[src/rtl/ctb_pkg.sv]
package ctb_pkg;

    typedef enum logic {
        MODE_SYNC = 1'b0,
        MODE_TRIG = 1'b1
    } ctb_mode_e;

    typedef struct packed {
        logic stat;
    } gate_reg_t;

    localparam int SLICES = 2;

endpackage

[src/rtl/ctb_gate.sv]
module ctb_gate
    import ctb_pkg::*;
(
    input  logic clk,
    input  logic rst_n,
    input  logic trig_sel,
    input  logic src_en,
    input  logic evt,
    input  logic stat_clr,
    input  logic cnt_en,
    output logic stat_q,
    output logic clr,
    output logic adv
);

    ctb_mode_e mode;
    gate_reg_t r_d, r_q;

    assign mode = trig_sel ? MODE_TRIG : MODE_SYNC;

    always_comb begin
        r_d = r_q;
        clr = 1'b0;
        adv = 1'b0;
        if (mode == MODE_TRIG) begin
            if (src_en && evt) begin
                r_d.stat = 1'b1;
            end else if (stat_clr) begin
                r_d.stat = 1'b0;
            end
            clr = !r_q.stat;
            adv = r_q.stat && cnt_en;
        end else begin
            r_d.stat = 1'b0;
            clr = !src_en || evt;
            adv = cnt_en;
        end
    end

    always_ff @(posedge clk) begin
        if (!rst_n) begin
            r_q <= '0;
        end else begin
            r_q <= r_d;
        end
    end

    assign stat_q = r_q.stat;


    sync_stat_low_chk: assert property (@(posedge clk) disable iff (!rst_n)
        (!trig_sel) |=> !stat_q);


    trig_arm_chk: assert property (@(posedge clk) disable iff (!rst_n)
        (trig_sel && src_en && evt) |=> stat_q);


    stat_drop_chk: assert property (@(posedge clk) disable iff (!rst_n)
        (trig_sel && stat_clr && !(src_en && evt)) |=> !stat_q);

endmodule

[src/rtl/ctb_counter.sv]
module ctb_counter #(
    parameter int W = 16
) (
    input  logic         clk,
    input  logic         rst_n,
    input  logic         clr,
    input  logic         adv,
    output logic [W-1:0] cnt_q,
    output logic         wrap
);

    typedef struct packed {
        logic [W-1:0] cnt;
    } cnt_reg_t;

    cnt_reg_t r_d, r_q;

    always_comb begin
        r_d = r_q;
        if (clr) begin
            r_d.cnt = '0;
        end else if (adv) begin
            r_d.cnt = r_q.cnt + 1'b1;
        end
    end

    always_ff @(posedge clk) begin
        if (!rst_n) begin
            r_q <= '0;
        end else begin
            r_q <= r_d;
        end
    end

    assign cnt_q = r_q.cnt;
    assign wrap  = adv && !clr && (r_q.cnt == '1);


    clear_zero_chk: assert property (@(posedge clk) disable iff (!rst_n)
        clr |=> (cnt_q == '0));


    step_one_chk: assert property (@(posedge clk) disable iff (!rst_n)
        (adv && !clr) |=> (cnt_q == W'($past(cnt_q) + 1'b1)));


    hold_chk: assert property (@(posedge clk) disable iff (!rst_n)
        (!adv && !clr) |=> $stable(cnt_q));


    wrap_zero_chk: assert property (@(posedge clk) disable iff (!rst_n)
        wrap |=> (cnt_q == '0));

endmodule

[src/rtl/ctb_pair.sv]
module ctb_pair
    import ctb_pkg::*;
#(
    parameter int CW = 16,
    localparam int WW = 2 * CW
) (
    input  logic          clk,
    input  logic          rst_n,
    input  logic [1:0]    cnt_en,
    input  logic          cascade,
    input  logic [1:0]    trig_mode,
    input  logic [1:0]    src_en,
    input  logic [1:0]    evt,
    input  logic [1:0]    stat_clr,
    output logic [CW-1:0] cnt_lo,
    output logic [CW-1:0] cnt_hi,
    output logic [WW-1:0] cnt_wide,
    output logic [1:0]    trig_stat
);

    logic [SLICES-1:0] g_clr, g_adv, g_sel;
    logic [SLICES-1:0] c_clr, c_adv, c_wrap;
    logic [CW-1:0]     cnt [SLICES];

    for (genvar i = 0; i < SLICES; i++) begin : g_slice
        if (i == 0) begin : g_lead
            assign g_sel[i] = trig_mode[i];
            assign c_clr[i] = g_clr[i];
            assign c_adv[i] = g_adv[i];
        end else begin : g_follow
            assign g_sel[i] = trig_mode[i] && !cascade;
            assign c_clr[i] = cascade ? c_clr[i-1]  : g_clr[i];
            assign c_adv[i] = cascade ? c_wrap[i-1] : g_adv[i];
        end

        ctb_gate u_gate (
            .clk      (clk),
            .rst_n    (rst_n),
            .trig_sel (g_sel[i]),
            .src_en   (src_en[i]),
            .evt      (evt[i]),
            .stat_clr (stat_clr[i]),
            .cnt_en   (cnt_en[i]),
            .stat_q   (trig_stat[i]),
            .clr      (g_clr[i]),
            .adv      (g_adv[i])
        );

        ctb_counter #(.W(CW)) u_cnt (
            .clk   (clk),
            .rst_n (rst_n),
            .clr   (c_clr[i]),
            .adv   (c_adv[i]),
            .cnt_q (cnt[i]),
            .wrap  (c_wrap[i])
        );
    end

    assign cnt_lo   = cnt[0];
    assign cnt_hi   = cnt[1];
    assign cnt_wide = {cnt[1], cnt[0]};


    casc_carry_chk: assert property (@(posedge clk) disable iff (!rst_n)
        (cascade && c_wrap[0]) |=> (cnt_hi == CW'($past(cnt_hi) + 1'b1)));


    casc_clear_chk: assert property (@(posedge clk) disable iff (!rst_n)
        (cascade && g_clr[0]) |=> (cnt_wide == '0));


    casc_hold_chk: assert property (@(posedge clk) disable iff (!rst_n)
        (cascade && !g_clr[0] && !c_wrap[0]) |=> $stable(cnt_hi));


    casc_stat_chk: assert property (@(posedge clk) disable iff (!rst_n)
        cascade |=> !trig_stat[1]);

endmodule

[config.mk]
export PLATFORM = sky130hd
export DESIGN_NAME = ctb_pair
export DESIGN_NICKNAME = d
export VERILOG_FILES = /design/src/rtl/ctb_pkg.sv /design/src/rtl/ctb_gate.sv /design/src/rtl/ctb_counter.sv /design/src/rtl/ctb_pair.sv
export SDC_FILE = /design/constraint.sdc
export NUM_CORES = 1
export LEC_CHECK = 0
export BUFFER_PORTS_ARGS = -buffer_cell sky130_fd_sc_hd__buf_2
export CAP_MARGIN = 20
export CORE_ASPECT_RATIO = 0.75
export CORE_MARGIN = 2
export CORE_UTILIZATION = 48
export CTS_CLUSTER_SIZE = 20
export DETAILED_ROUTE_END_ITERATION = 7
export PLACE_DENSITY_LB_ADDON = 0.05
export SKIP_CTS_REPAIR_TIMING = 1
export SYNTH_ARGS = -nofsm -noshare
export SYNTH_HDL_FRONTEND = slang
export SYNTH_HIERARCHICAL = 1
export SYNTH_SLANG_ARGS = --single-unit
[constraint.sdc]
create_clock -name clk -period 3.9 [get_ports clk]
set_clock_uncertainty 0.2 [all_clocks]
set_input_delay 0.78 -clock clk [delete_from_list [all_inputs] [get_ports clk]]
set_output_delay 0.78 -clock clk [all_outputs]
set_load 0.05 [all_outputs]
==> metrics list, run 1 <==
- Max-cap check violation count: 0
- Net count, final: 280
* Most used routing layer in global routing: met1
* Average footprint of a synthesized cell: 8.885 um2
- Based on the critical path, the design can be clocked at up to 0.3038 GHz.
* Yosys synthesis warning count: 6
* Horizontal die dimension: 77.19 um
- The path class of the tightest hold or removal check is reg -> reg.
- Vias/cell: 5.009
- Row generation in the floorplan step produced 19 rows.
- The sequential cells in the finished layout cover a total of 680.7 um2.
- In the synthesized netlist, the number of instances is 217.
- Mapped cell area: 0.001928 mm2
- The first detailed-routing pass took 4 iterations.
- Final number of hold-violating endpoints: 0
- Clock sink count: 34
* DP Worst Slack: 340.2 ps
* Worst Slack Setup Final: 608.0 ps
- In the final layout, the multi-input gates occupy 947.2 um2.
- Measured on the finished design, the core utilization comes to 57.89%.
- Across the VDD grid, the largest voltage drop is 0.2214 mV.
- STA puts the critical path data required time at 3900 ps.
- Total nets after synthesis: 232
* Total Routed Length: 4029 um
- At the later pin of the worst-skew pair, clock insertion delay measures 280 ps.
- STA puts the critical path data arrival time at 3290 ps.
- The detailed router placed 1588 vias in this run.
- Final Max Tran Viols: 0
- Relative slew slack: 58.55%
- Worst setup path category: in -> reg
* Type of origin of the critical path: input pin
- Area grow syn2layout: 12.78%
- Die Footprint: 0.004545 mm2
- Remaining antenna violation count after routing: 0
- Setup TNS: 0 ps
* Placed wire-length estimate: 3020 um
- TritonCTS buffer count: 5
- The total overflow left after global routing is 0.
- CTS tree: done
* Largest net degree at the start of global routing: 17
- The first global-routing pass estimated 6368 um of wire.
- GR met3 Demand/Resource: 4.141%
* Status: finished clean
* Global Route met2 Usage: 24.60%
- In this run the power density over the cells is 286.2 mW/mm2.
* Post-DR wirelength/cell: 12.71 um
- Buffers placed on the I/O ports in this run total 78.
- Of the cells placed in the final design, the portion with a size suffix greater than 1 is 36.60%.
- Slew @ Worst Pin: 621.7 ps
- Ratio of final minimum period to clock period: 84.41%
* Setup repair after global routing missed its margin: false
* CTS clk-pin slew, worst paths: 60 ps
- Clock tree synthesis selected as its root buffer the cell sky130_fd_sc_hd__clkbuf_8.
* Iter 0 DRT Violations: 58
- Met1 layer usage reported by global route: 27.67%
* Maximum fanout count along the critical path: 6
- Routability-driven placement finished with a final weighted congestion of 0.7853.
- DRC viols: 0
- For this configuration, the core starts out at a cell density of 51.33%.
- Counting the fill cells in the layout gives 352.
- Final setup violation count: 0
- All-layer global routing usage: 17.94%
- Area of the core: 0.003756 mm2
- Number of antenna violations at the first check in global routing: 0
- For this design the static power due to leakage is 1.032 nW.
* Number of placed I/O pins: 79
* Ant. Diodes: 0
* Number of H-tree levels: 2
* Number of global-route vias before repair: 1315
- Critical path endpoint category: register
* Worst slack on hold paths: 297.0 ps
- For the finished layout, the period the worst path requires is 3292 ps.
- The die is 58.89 um tall.
- Largest buffer count on any clock path: 2
-- per-layer routing --
layer,wire length (um),vias to the layer above
met5,0,-
met4,22,0
met3,251,3
met2,1564,57
met1,2191,708
li1,-,820
-- registers in the layout (all words and copies together), names as in the netlist --
register / count
g_slice.u_cnt/cnt_q: 32
g_slice.u_gate/stat_q: 2
-- worst max-delay path: stages --
cell	delay, ps
sky130_fd_sc_hd__buf_2	120
sky130_fd_sc_hd__a21boi_0	220
sky130_fd_sc_hd__and4_1	400
sky130_fd_sc_hd__nand2_4	90
sky130_fd_sc_hd__nor4_1	270
sky130_fd_sc_hd__mux2_2	300
sky130_fd_sc_hd__and4_1	380
sky130_fd_sc_hd__nand2_4	90
sky130_fd_sc_hd__or4_1	500
sky130_fd_sc_hd__a21oi_1	140
-- path summary, 6_finish.rpt --
| kind | depth (start not counted) | startpoint | to | slack, ps |
|---|---|---|---|---|
| worst max-delay path | 10 | trig_mode[0] | g_slice[1].u_cnt/cnt_q[14] | 610 |
| worst min-delay path | 2 | g_slice[1].u_gate/stat_q | g_slice[1].u_gate/stat_q | 300 |
| worst max register to register | 10 | g_slice[0].u_gate/stat_q | g_slice[1].u_cnt/cnt_q[14] | 830 |
| worst min register to register | 2 | g_slice[1].u_gate/stat_q | g_slice[1].u_gate/stat_q | 300 |
-- power by group --
part,total [mW],internal (mW),switching [mW]
logic,0.0313,0.0127,0.0186
registers,0.349,0.348,0.00103
clock network,0.242,0.123,0.119
-- metrics by stage --
step	std cells	power, mW	area, um2
after floorplan	217	0.3784	1928
after global placement	310	0.3883	2098
after detailed placement	310	0.3884	2098
after CTS	317	0.6318	2175
after global routing	317	0.6481	2175
final	317	0.6224	2175
-- placed cells by master (no fill, tap or decap), types with 4 or more instances in the layout --
| cell | instances |
|---|---|
| sky130_fd_sc_hd__buf_2 | 78 |
| sky130_fd_sc_hd__dfxtp_1 | 34 |
| sky130_fd_sc_hd__nor2_1 | 26 |
| sky130_fd_sc_hd__nand2_1 | 16 |
| sky130_fd_sc_hd__xor2_1 | 12 |
| sky130_fd_sc_hd__nand3_1 | 10 |
| sky130_fd_sc_hd__nand4_1 | 10 |
| sky130_fd_sc_hd__xnor2_1 | 10 |
| sky130_fd_sc_hd__a21oi_1 | 6 |
| sky130_fd_sc_hd__clkbuf_8 | 5 |
| sky130_fd_sc_hd__nand2b_1 | 5 |
| sky130_fd_sc_hd__and4_1 | 4 |
| sky130_fd_sc_hd__or4_1 | 4 |
| sky130_fd_sc_hd__nor3_1 | 4 |
-- layout make-up --
type,instances,share of cell area (%)
Clock buffer,7,3.510
Multi-Input combinational cell,143,43.56
Timing Repair Buffer,79,18.30
Inverter,2,0.3452
Sequential cell,34,31.30
Tap cell,52,2.992
Power figures use the tool's default switching activity.
==> run 2, diff against run 1 <==
ABC_AREA = 1   (was not set)
CORE_UTILIZATION = 44   (was 48)
clock period = 3 ns   (was 3.9 ns; I/O delays follow)
==> run 2 against run 1 <==
Against the previous run: synthesized cell count is 39% higher; register-to-register slack worse by 170 ps; sequential power is 30% higher; critical path type unchanged; critical endpoint is now g_slice[1].u_cnt/cnt_q[7]; largest cell class unchanged.
==> metrics list, run 2 <==
- The post-detailed-routing wire length is 4446 um (+10%).
* Height of the die: 62.76 um (+6.6%)
* Static power due to leakage: 1.125 nW (+9.0%)
- The power per standard cell area was 355.7 mW/mm2 (+24%).
* Mapped cell area: 0.002026 mm2 (+5.1%)
- The count of final max-slew check failures is 0 (unchanged).
* Worst Slack Setup Final: 603.1 ps (-4.993 ps)
- The final setup violation count came to 0 (unchanged).
- Critical path required time: 2990 ps (-910 ps)
- TritonCTS buffer count: 5 (unchanged)
* Placement Rows: 21 (+2)
- Highest metal layer used by the detailed router: met4
- The peak ir drop on the vdd network came to 0.1690 mV (-24%).
* Total met3 wirelength after detailed routing: 312 um (+24%)
- The flow ran to the end, and the final reports show no timing, DRC or antenna violations.
- The worst path buffer plus inverter count came to 2 (+1).
- Critical path endpoint category: register
* Worst slack on hold paths: 271.6 ps (-25.42 ps)
- The final design utilization came to 52.83% (-5.1 points).
- The wire length on met1 came to 2461 um (+12%).
* Via Count: 1876 (+18%)
* DRC viols: 0 (unchanged)
- The mean area per synthesized cell was 6.730 um2 (-24%).
* Register area: 680.7 um2 (unchanged)
- The final net count was 372 (+33%).
* Number of instances in the synthesized netlist: 301 (+39%)
- The proportion of layout cells with a drive suffix above 1 came to 31.09% (-5.5 points).
- Final number of hold-violating endpoints: 0 (unchanged)
- The setup slack of the most critical reg-to-reg path came to 660 ps (-170 ps).
- The number of routed nets with antenna violations came to 0 (unchanged).
- Most common cell after layout, fill and taps aside: sky130_fd_sc_hd__buf_2
- The number of placed I/O pins was 79 (unchanged).
* Multi-input gate area in the final layout: 977.2 um2 (+3.2%)
* Detailed-routing iteration count for the pre-antenna-repair pass: 4 (unchanged)
- The total inserted antenna cells came to 0 (unchanged).
- The floorplan core area is 0.004441 mm2 (+18%).
- Most numerous cell on the critical path: sky130_fd_sc_hd__nand2_1
* Wire length of the first global-routing pass: 7141 um (+12%)
- The global-route usage over all layers was 17.86% (-0.083 points).
* Ratio of final minimum period to clock period: 79.90%
* Data arrival at the endpoint of the critical path: 2380 ps (-910 ps)
* Area grow syn2layout: 15.81%
- STA classifies the critical path startpoint as an input pin.
- Vias/cell: 4.531 (-9.5%)
- Yosys synthesis warning count: 6 (unchanged)
- Number of antenna violations at the first check in global routing: 0 (unchanged)
* Grt ovf: 0 (unchanged)
- The layout filler cell count is 458 (+30%).
- The post-DP HPWL was 3436 um (+14%).
* Kind of path behind the tightest hold check: reg -> reg
- Setup repair after global routing left no endpoint under its margin.
- The sink count of the clock tree came to 34 (unchanged).
- The measured slew at the worst slew-check pin was 296.4 ps (-325.3 ps).
- The starting utilization of the core area was 45.62% (-5.7 points).
* Horizontal die dimension: 82.35 um (+6.7%)
- The flip-flop count of the largest register after layout was 32 (unchanged).
- Crit path max-delay family: simple AND/OR/NAND/NOR gates
- Max-cap check violation count: 0 (unchanged)
- Number of global-route vias before repair: 1576 (+20%)
* Largest buffer count on any clock path: 2 (unchanged)
- The source-to-sink clock delay at the later pin of the worst-skew pair was 280 ps (about the same).
* Total nets after synthesis: 316 (+36%)
- The die footprint came to 0.005168 mm2 (+14%).
- The wire length per cell after detailed routing is 10.74 um (-16%).
- Iter 0 DRT Violations: 78 (+34%)
- Largest net degree at the start of global routing: 10 (-7)
* Delay of the slowest cell on the worst path: 280 ps (-220 ps)
- Number of H-tree levels: 2 (unchanged)
- Worst setup path category: in -> reg
- Most frequent cells in the layout: 78 x sky130_fd_sc_hd__buf_2, 77 x sky130_fd_sc_hd__nand2_1, 44 x sky130_fd_sc_hd__nor2_1
- On the critical path, the stage with the largest delay is an instance of sky130_fd_sc_hd__a21boi_0.
- The pre-CTS worst setup slack was 275.7 ps (-64.43 ps).
* Detailed-routed wire length on met2: 1642 um (+5.0%)
- TritonCTS built the clock tree.
- Timing would allow up to 0.4172 GHz.
- The root buffer cell chosen for the clock tree is sky130_fd_sc_hd__clkbuf_8.
- Relative slew slack: 80.06% (+22 points)
- The clock transition at the register clock pins on the worst setup and hold paths after CTS is 70 ps (about the same).
- I/O Buffers: 78 (unchanged)
- Maximum fanout count along the critical path: 6 (unchanged)
- Setup TNS: 0 ps (unchanged)
* Weighted congestion reported at the end of routability-driven placement: 0.8435 (+7.4%)
- Ordered list of cells on the worst path: buf_2 > a21boi_0 > inv_2 > nor2_2 > nand2_1 > nor2_1 > nand2_1 > nand2_1 > nand2_2 > nor2_2 > nand3_2 > nor2_1 > nand2_1 > nand2_1 > nor2_1
* Post-route minimum period: 2397 ps
[run 2: cell count changes in the layout (fill, tap and decap cells not counted), sizes merged, moves of 7 or more]
cell and delta:
xor2 -8, nand2 +63, nor2 +30, inv +32, nand3 +7, a21oi +8
[run 2: power by group]
part | internal (mW) | total [mW] | switching [mW]
Combinational | 0.0203 | 0.0613 | 0.0410
Clock | 0.160 | 0.319 | 0.159
Sequential | 0.453 | 0.455 | 0.00182
[run 2: worst reg2reg max path, stage by stage, from the launching register on]
cell and delay (ps):
sky130_fd_sc_hd__dfxtp_1 340, sky130_fd_sc_hd__inv_1 60, sky130_fd_sc_hd__a21boi_0 260, sky130_fd_sc_hd__inv_2 120
sky130_fd_sc_hd__nor2_2 170, sky130_fd_sc_hd__nand2_1 90, sky130_fd_sc_hd__nor2_1 100, sky130_fd_sc_hd__nand2_1 50
sky130_fd_sc_hd__nand2_1 180, sky130_fd_sc_hd__nand2_2 90, sky130_fd_sc_hd__nor2_2 180, sky130_fd_sc_hd__nand3_2 120
sky130_fd_sc_hd__nor2_1 120, sky130_fd_sc_hd__nand2_1 60, sky130_fd_sc_hd__nand2_1 60, sky130_fd_sc_hd__nor2_1 40
[run 2: metal layers]
metal,track usage (%),up-vias
li1,-,1024
met1,26.47,789
met2,24.70,59
met3,5.202,4
met4,5.208,0
met5,0,-
[run 2: cell type report]
type	count	area share (%)
Multi-Input combinational cell	201	41.65
Clock buffer	7	3.253
Tap cell	57	3.040
Inverter	34	5.440
Sequential cell	34	29.01
Timing Repair Buffer	81	17.60
[run 2: worst paths after layout]
kind	to	start	cells after the start
worst max-delay path	g_slice[1].u_cnt/cnt_q[7]	trig_mode[0]	15
worst min-delay path	g_slice[1].u_gate/stat_q	g_slice[1].u_gate/stat_q	2
worst max register to register	g_slice[1].u_cnt/cnt_q[7]	g_slice[0].u_gate/stat_q	15
worst min register to register	g_slice[1].u_gate/stat_q	g_slice[1].u_gate/stat_q	2
[run 2: through the flow]
step,cells,total power [mW],cell area [um2]
floorplan,301,0.5031,2026
global placement,407,0.5260,2270
detailed placement,407,0.5263,2270
CTS,414,0.8443,2346
global route,414,0.8794,2346
finish,414,0.8346,2346
==> run 3, diff against run 2 <==
clock period = 2.1 ns   (was 3 ns; I/O delays follow)
==> run 3 against run 2 <==
Against the previous run: wire length grew 6.2%; sequential share of layout area shrank 1.3 points; critical path depth is the same; worst hold slack lost 110 ps; worst setup slack lost 530 ps; combinational power grew 65%; total power grew 45%; global-route usage grew 0.82 points; sequential power grew 42%; flip-flop and latch count is the same.
==> metrics list, run 3 (synthesized netlist as in run 2, its figures left out) <==
- Status: finished clean
- Static power due to leakage: 1.182 nW (+5.1%)
* Initial core utilization: 45.62% (unchanged)
- Number of antenna violations at the first check in global routing: 0 (unchanged)
- The final setup violation count is 0 (unchanged).
* Ratio of cells with drive above 1 in the final layout: 40.44% (+9.3 points)
* Worst setup path category: reg -> reg
- The non-filler instance count after layout is 423 (+2.2%).
* Area after DPL: 0.002391 mm2 (+5.3%)
- Largest net degree at the start of global routing: 10 (unchanged)
- I/O Buffers: 78 (unchanged)
* Clock sink count: 34 (unchanged)
- Number of H-tree levels: 2 (unchanged)
- Max-cap check violation count: 0 (unchanged)
- Area grow syn2layout: 25.76%
- Slew @ Worst Pin: 284.9 ps (-11.48 ps)
- Iter 0 DRT Violations: 73 (-6.4%)
- Cell depth of the worst min-delay path: 4 (+2)
* Placement Rows: 21 (unchanged)
- The post-route cell area is 0.002547 mm2 (+8.6%).
- Critical path required time: 2080 ps (-910 ps)
* VDD IR-drop max: 0.2725 mV (+61%)
- The floorplan core area was 0.004441 mm2 (unchanged).
- Final Max Tran Viols: 0 (unchanged)
- DP Worst Slack: -182.6 ps (-458.3 ps)
- The final number of hold-violating endpoints was 0 (unchanged).
* Clock latency of the later-clocked register in the worst-skew pair: 280 ps (about the same)
- The final net count was 381 (+2.4%).
- The worst-case headroom to the max-slew limit came to 80.98% (+0.92 points).
- The wire length of the first global-routing pass was 7376 um (+3.3%).
- Via Count: 1948 (+3.8%)
* Vias/cell: 4.605 (+1.6%)
- Cells on worst reg2reg path: 15 (unchanged)
* Setup repair after global routing missed its margin: true
- The total iterations of the first detailed-routing run is 4 (unchanged).
* Remaining antenna violation count after routing: 0 (unchanged)
- Largest buffer count on any clock path: 2 (unchanged)
* Int Power: 909.6 uW (+44%)
- The clock transition at the register clock pins on the worst setup and hold paths after CTS is 70 ps (about the same).
- After layout, the minimum clock period comes to 2031 ps.
* Worst Slack Setup Final: 69.14 ps (-533.9 ps)
- Number of filler cells placed in the layout: 439 (-4.1%)
- The power per standard cell area came to 475.7 mW/mm2 (+34%).
* Critical path endpoint category: register
- Maximum fanout count along the critical path: 5 (-1)
- The number of placed I/O pins was 79 (unchanged).
* Total Routed Length: 4723 um (+6.2%)
- Cell Count Post-Placement: 416 (+2.2%)
- Most frequent cells in the layout: 78 x sky130_fd_sc_hd__buf_2, 74 x sky130_fd_sc_hd__nand2_1, 43 x sky130_fd_sc_hd__nor2_1
* Combinational cell fraction of total power: 8.3% (+1.0 points)
- The register share of total power came to 53.4% (-1.1 points).
* Horizontal die dimension: 82.35 um (unchanged)
- The net switching power was 302.3 uW (+50%).
- The sum of negative setup slack is 0 ps (unchanged).
- The die footprint is 0.005168 mm2 (unchanged).
- The share of total power consumed by net switching was 24.94% (+0.79 points).
* Grt ovf: 0 (unchanged)
- DRC viols: 0 (unchanged)
- Number of global-route vias before repair: 1624 (+3.0%)
- Type of origin of the critical path: register
- The number of buffers inserted during clock tree synthesis was 5 (unchanged).
- The total inserted antenna cells is 0 (unchanged).
* Part of the power in the clock network: 38.3% (about the same)
* Height of the die: 62.76 um (unchanged)
- In this run the clock root is driven by a sky130_fd_sc_hd__clkbuf_8.
- In the finished design, the share of the clock period the worst path needs comes to 96.71%.
- For this run, the top clock speed supported by timing is 0.4924 GHz.
* Max reg flops: 32 (unchanged)
* Placed wire-length estimate: 3551 um (+3.3%)
- Multi-input gate area in the final layout: 0.001081 mm2 (+11%)
- Leaving out fill and tap cells, the most frequent cell in the layout is sky130_fd_sc_hd__buf_2.
- In this run the worst hold path is classified as in -> reg.
* Register area: 705.7 um2 (+3.7%)
* Post-DR wirelength/cell: 11.17 um (+4.0%)
- The weighted congestion reported at the end of routability-driven placement came to 0.8143 (-3.5%).
- Data arrival at the endpoint of the critical path: 2010 ps (-370 ps)
- CTS tree: done
- All-layer global routing usage: 18.68% (+0.82 points)
==> run 3: critical path, cell delays in order (launching register included) <==
cell and delay [ps]:
sky130_fd_sc_hd__dfxtp_4 370, sky130_fd_sc_hd__inv_4 40, sky130_fd_sc_hd__a21boi_4 150, sky130_fd_sc_hd__inv_2 70
sky130_fd_sc_hd__nor2_4 100, sky130_fd_sc_hd__nand2_1 80, sky130_fd_sc_hd__nor2_1 110, sky130_fd_sc_hd__nand2_1 90
sky130_fd_sc_hd__nand2_4 110, sky130_fd_sc_hd__inv_4 50, sky130_fd_sc_hd__nor2_4 100, sky130_fd_sc_hd__nand2_2 70
sky130_fd_sc_hd__nor2_4 180, sky130_fd_sc_hd__nand3_2 80, sky130_fd_sc_hd__nand2_1 60, sky130_fd_sc_hd__nor2_1 40
==> run 3: power groups by stage <==
stage / Combinational [mW] / Clock [mW] / Sequential, mW
floorplan: 0.0495 / 0 / 0.669
global placement: 0.0970 / 0 / 0.661
detailed placement: 0.0966 / 0 / 0.661
CTS: 0.0972 / 0.477 / 0.647
global route: 0.113 / 0.513 / 0.647
finish: 0.101 / 0.464 / 0.647
==> run 3: through the flow <==
step	hold slack [ps]	power, mW	utilization (%)
floorplan	326.3	0.7187	-
global placement	271.6	0.7583	53.85
detailed placement	281.6	0.7580	53.85
CTS	157.7	1.220	55.56
global route	179.6	1.273	57.37
finish	161.0	1.212	57.37
==> run 3: final cells by class <==
cell class	count	area share [%]
tap	57	2.800
multi-input combinational	201	42.44
clock buffer	7	2.996
inverter	34	5.206
timing repair buffer	90	18.86
sequential	34	27.70
==> run 3: path summary, 6_finish.rpt <==
path	start	to	slack [ps]
min reg2reg	g_slice[1].u_gate/stat_q	g_slice[1].u_gate/stat_q	290
min	stat_clr[0]	g_slice[0].u_gate/stat_q	160
max reg2reg	g_slice[0].u_gate/stat_q	g_slice[1].u_cnt/cnt_q[15]	70
max	g_slice[0].u_gate/stat_q	g_slice[1].u_cnt/cnt_q[15]	70
==> run 3: per-layer routing <==
layer / vias to the layer above / wire, um / global-route usage, %
met1: 834 / 2550 / 28.62
li1: 1036 / - / -
met3: 5 / 362 / 4.769
met5: - / 0 / 0
met4: 0 / 53 / 6.875
met2: 73 / 1757 / 24.60
